--- src/rtl/chan_ctl_pkg.sv ---
package chan_ctl_pkg;
  localparam int STREAM_W = 3;
  localparam int CHAN_W   = 5;
  localparam int DATA_W   = STREAM_W + CHAN_W;

  typedef struct packed {
    logic msg;  // bit 2
    logic cst;  // bit 1
    logic oe;   // bit 0
  } cmh_t;
endpackage

--- src/rtl/chan_ctl_stage.sv ---
module chan_ctl_stage
  import chan_ctl_pkg::*;
#(
  parameter int DW = DATA_W
) (
  input  logic          clk_i,
  input  logic          rst_ni,
  input  logic          load_i,
  input  cmh_t          cmh_i,
  input  logic [DW-1:0] cml_i,
  input  logic          msg_en_i,
  output logic          vld_o,
  output cmh_t          eff_o,
  output logic [DW-1:0] cml_o
);
  cmh_t eff_d;

  // global force sets msg and oe, leaves cst alone
  always_comb begin
    eff_d     = cmh_i;
    eff_d.msg = cmh_i.msg | msg_en_i;
    eff_d.oe  = cmh_i.oe  | msg_en_i;
  end

  always_ff @(posedge clk_i or negedge rst_ni) begin
    if (!rst_ni) begin
      vld_o <= 1'b0;
      eff_o <= '0;
      cml_o <= '0;
    end else begin
      vld_o <= load_i;
      if (load_i) begin
        eff_o <= eff_d;
        cml_o <= cml_i;
      end
    end
  end


  force_msg_chk: assert property (@(posedge clk_i) disable iff (!rst_ni)
    load_i && msg_en_i |=> eff_o.msg && eff_o.oe);
endmodule

--- src/rtl/chan_ctl_sel.sv ---
module chan_ctl_sel
  import chan_ctl_pkg::*;
#(
  parameter int DW = DATA_W
) (
  input  logic          clk_i,
  input  logic          rst_ni,
  input  logic          vld_i,
  input  cmh_t          eff_i,
  input  logic [DW-1:0] cml_i,
  input  logic [DW-1:0] dm_data_i,
  output logic [DW-1:0] data_o,
  output logic          cst_o,
  output logic          en_o
);
  always_ff @(posedge clk_i or negedge rst_ni) begin
    if (!rst_ni) begin
      data_o <= '0;
      cst_o  <= 1'b0;
      en_o   <= 1'b0;
    end else if (vld_i) begin
      data_o <= eff_i.msg ? cml_i : dm_data_i;
      cst_o  <= eff_i.cst;
      en_o   <= eff_i.oe;
    end
  end


  msg_byte_chk: assert property (@(posedge clk_i) disable iff (!rst_ni)
    vld_i && eff_i.msg |=> data_o == $past(cml_i));

  sw_byte_chk: assert property (@(posedge clk_i) disable iff (!rst_ni)
    vld_i && !eff_i.msg |=> data_o == $past(dm_data_i));

  hold_chk: assert property (@(posedge clk_i) disable iff (!rst_ni)
    !vld_i |=> $stable(data_o) && $stable(cst_o) && $stable(en_o));
endmodule

--- src/rtl/chan_out_ctl.sv ---
module chan_out_ctl
  import chan_ctl_pkg::*;
#(
  parameter int SW = STREAM_W,
  parameter int CW = CHAN_W
) (
  input  logic             clk_i,
  input  logic             rst_ni,
  input  logic             load_i,
  input  logic [2:0]       cmh_i,
  input  logic [SW+CW-1:0] cml_i,
  input  logic             msg_en_i,
  input  logic             ode_i,
  input  logic [SW+CW-1:0] dm_data_i,
  output logic             rd_req_o,
  output logic [SW-1:0]    rd_stream_o,
  output logic [CW-1:0]    rd_chan_o,
  output logic [SW+CW-1:0] byte_o,
  output logic             cst_o,
  output logic             drive_en_o
);
  localparam int DW = SW + CW;

  cmh_t          cmh_in;
  logic          s1_vld;
  cmh_t          s1_eff;
  logic [DW-1:0] s1_cml;
  logic          en_q;

  assign cmh_in = cmh_t'(cmh_i);

  chan_ctl_stage #(.DW(DW)) u_stage (
    .clk_i    (clk_i),
    .rst_ni   (rst_ni),
    .load_i   (load_i),
    .cmh_i    (cmh_in),
    .cml_i    (cml_i),
    .msg_en_i (msg_en_i),
    .vld_o    (s1_vld),
    .eff_o    (s1_eff),
    .cml_o    (s1_cml)
  );

  assign rd_req_o    = s1_vld & ~s1_eff.msg;
  assign rd_stream_o = s1_cml[DW-1:CW];
  assign rd_chan_o   = s1_cml[CW-1:0];

  chan_ctl_sel #(.DW(DW)) u_sel (
    .clk_i     (clk_i),
    .rst_ni    (rst_ni),
    .vld_i     (s1_vld),
    .eff_i     (s1_eff),
    .cml_i     (s1_cml),
    .dm_data_i (dm_data_i),
    .data_o    (byte_o),
    .cst_o     (cst_o),
    .en_o      (en_q)
  );

  // pin acts without a register so it can kill drivers at once
  assign drive_en_o = en_q & ode_i;


  no_read_msg_chk: assert property (@(posedge clk_i) disable iff (!rst_ni)
    load_i && (cmh_i[2] || msg_en_i) |=> !rd_req_o);

  force_oe_chk: assert property (@(posedge clk_i) disable iff (!rst_ni)
    load_i && msg_en_i |=> ##1 en_q);

  cst_pass_chk: assert property (@(posedge clk_i) disable iff (!rst_ni)
    load_i |=> ##1 cst_o == $past(cmh_i[1], 2));
endmodule

--- config.mk ---
export PLATFORM = sky130hd
export DESIGN_NAME = chan_out_ctl
export DESIGN_NICKNAME = d
export VERILOG_FILES = /design/src/rtl/chan_ctl_pkg.sv /design/src/rtl/chan_ctl_stage.sv /design/src/rtl/chan_ctl_sel.sv /design/src/rtl/chan_out_ctl.sv
export SDC_FILE = /design/constraint.sdc
export NUM_CORES = 1
export LEC_CHECK = 0
export CORE_UTILIZATION = 29
export DETAILED_ROUTE_END_ITERATION = 16
export DONT_BUFFER_PORTS = 1
export PLACE_DENSITY = 0.39
export SLEW_MARGIN = 20
export SYNTH_ARGS = -nofsm -noshare
export SYNTH_HDL_FRONTEND = slang
export SYNTH_SLANG_ARGS = --single-unit
--- constraint.sdc ---
create_clock -name clk_i -period 1.8 [get_ports clk_i]
set_input_delay 0.27 -clock clk_i [delete_from_list [all_inputs] [get_ports clk_i]]
set_output_delay 0.27 -clock clk_i [all_outputs]
set_load 0.03 [all_outputs]
==> summary.md <==
| Metric | Value |
|---|---|
| Die Y | 58.51 um |
| Top cell type's share of synthesized area | about 59% |
| Max-slew violations | 0 |
| Cts bufs inserted | 3 |
| Critical path peak fanout | 10 |
| Bufs and invs on worst path | 1 |
| ANT cells | 0 |
| Post-cts resize count | 0 |
| # DRC | 0 |
| Vias in the first global route | between 500 and 600 |
| Setup WS post-layout | approximately 0.26 ns |
| Netlist cell types | 10 |
| Slew headroom | ~65% |
| Tot Pwr | 1.069 mW |
| Io pins | 43 |
| Critical Path Start Type | register |
| Synth warn | 0 |
| Total GRT Usage | 11.33% |
| Sequential element share of the synthesized area | around three fifths |
| Tightest Hold Check Type | input port to register |
| Worst-Margin Slew | 0.5224 ns |
| Pre-CTS WS | roughly 0.58 ns |
| Hpwl dp | 1201 um |
| Worst hold margin | 0.05261 ns |
| Core ar. | 3053 um2 |
| Crit Path Category | register to output port |
| Pwr/cell area | 1052 nW/um2 |
| DR vias/cell | 4.576 |
| Outcome | finished, final reports clean |
| CP cell instances | nor2b_1, buf_4 |
| Clk_lat worst skew | approximately 0.3 ns |
| Syn nets | 93 |
| First-pass GRT wire length | approximately 2800 um |
| Max-cap violations | 0 |
| Crit path max-delay family | flip-flops |
| Worst-path clk slew | 0.11 ns |
| Final ANT Viol Nets | 0 |
| P&R area growth vs syn | 9.729% |
| Worst Hold Depth | 1 |
| CP Capture Type | output port |
| Fin crit period | approximately 1.5 ns |
| Worst EP arrival | 1.27 ns |
| Synth area leaders | dfrtp_1 59%, mux2_4 9.7%, mux2i_1 8.6%, mux2_2 6.1%, a21oi_1 5.4% |
| Vias | between 500 and 600 |
| Count leader, synth | dfrtp_1 |
| # clock sinks | 22 |
| Gpl congestion | 0.6241 |
| Dominant synthesized flop cell | dfrtp_1 |
| Row count | 20 |
| Final hold violations | 0 |
| Pre-antenna DRT Iters | 2 |
| Pin count of the biggest net entering global routing | 23 |
| Total setup buffers inserted after CTS | 0 |
| DP Area | 954.7 um2 |
| Leading area contributor after synthesis | dfrtp_1 |
| Share of flip-flops with an asynchronous set or reset | 100.0% |
| VDD IR max | ~0.0007 V |
| Drt wl/cell | roughly 15 um |
| Setup violations, final | 0 |
| Placed cell count | 111 |
| Worst Reg2Reg Path Length in Cells | 2 |
| Routed wire length | 1780 um |
| Crit. path cell count | 2 |
| Fraction of layout cells with a size suffix above 1 | about a quarter |
| Slowest-stage cell, CP | dfrtp_1 |
| Global Route met1 Usage | 12.75% |
| H-tree depth | 1 |
| Worst Path Required | 1.53 ns |
| Post-synth EDFFs | 0 |
| Effective utilization at floorplan | 30.33% |
| Synthesized flop and latch total | 22 |
| Nets | ~100 |
| CTS Hold Buffers Added | 2 |
| Met2 Usage GRT | 18.39% |
| Initial DRC count | 29 |
| Fin Setup TNS | 0 ns |
| LEAKAGE | about 0.47 nW |
| CTS tree | built |
| Gr busiest metal | met2 |
| Skew final | 0.006438 ns |
| Syn Std Cell Area | 925.9 um2 |
| Antenna violations before repair | 0 |
| Mapped Cells | 69 |
| Unrepaired setup endpoints after global routing | no |
| CP max stage delay | between 0.6 and 0.7 ns |
| Met3 usage | under 10% |
| Final Util | 33.28% |
| Commonest cells in the netlist | 22 x dfrtp_1, 12 x nor2_1, 10 x a21oi_1 |
| CTS root buffer | clkbuf_4 |
| Mean Syn Cell Area | 13.42 um2 |
| Final Non-Filler Cells | 118 |
| Fin crit share | 85.46% |
| Max Clk Rate | between 600 and 700 MHz |
| Final Cell Area | 1016 um2 |
| Die W | between 50 and 60 um |
| Number of port buffers | 0 |
| DIE AREA | 3423 um2 |
| GR Overflow Total | 0 |
| Longest Clk Path Bufs | 2 |
-- final timing paths --
| path | from | endpoint | slack [ns] |
|---|---|---|---|
| max in group asynchronous | rst_ni | u_stage.cml_o[2] | 1.00 |
| hold / removal | load_i | u_stage.eff_o[2] | 0.05 |
| setup / recovery | u_stage.eff_o[2] | rd_req_o | 0.26 |
| min in group asynchronous | rst_ni | u_stage.cml_o[7] | 0.46 |
| hold reg to reg | u_sel.en_o | u_sel.en_o | 0.52 |
| setup reg to reg | u_stage.eff_o[2] | u_sel.data_o[3] | 0.67 |
-- placed cells by master, fill, tap and decap left out --
| cell type | netlist | layout |
|---|---|---|
| a21oi_1 | 10 | 10 |
| mux2_2 | 5 | 5 |
| buf_4 | 1 | 2 |
| clkbuf_4 | 0 | 3 |
| dfrtp_1 | 22 | 22 |
| mux2i_1 | 8 | 8 |
| clkbuf_8 | 0 | 1 |
| and2_1 | 1 | 1 |
| mux2_4 | 6 | 6 |
| nor2b_1 | 1 | 1 |
| nor2_1 | 12 | 12 |
| buf_2 | 0 | 1 |
| dlygate4sd3_1 | 0 | 2 |
-- layout make-up --
class,count,area [um2]
clock buffers,4,36.28
fillers,318,2037
multi-input cells,43,334.1
repair buffers,5,40.04
flip-flops and latches,22,550.5
well taps,44,55.05
-- worst register-to-register path, cell delays in order, from the launching register on --
cell and delay [ns]:
dfrtp_1 0.69, mux2i_1 0.24, a21oi_1 0.09
-- registers in the layout, indices dropped and copies added (netlist names) --
| register | count |
|---|---|
| u_sel.cst_o | 1 |
| u_stage.vld_o | 1 |
| u_stage.cml_o | 8 |
| u_sel.data_o | 8 |
| u_sel.en_o | 1 |
| u_stage.eff_o | 3 |
-- layer usage --
metal,share of wire [%],up-vias
met3,10,2
met5,0,-
met4,1.0,0
met1,41,263
li1,-,247
met2,47,28
-- logic make-up after synthesis --
group | Yosys count | share of synthesized area (%)
buf+inv | 4 | 4.460
flops | 22 | 59.46
simple gates | 14 | 6.217
compound gates | 10 | 5.406
mux | 19 | 24.46
-- power breakdown --
group          leakage (nW)  switching [mW]  internal, mW
sequential            0.248           0.144         0.548
combinational         0.197          0.0474        0.0650
clock                0.0210           0.142         0.123
Note: power is estimated with default switching activity, not from simulation.
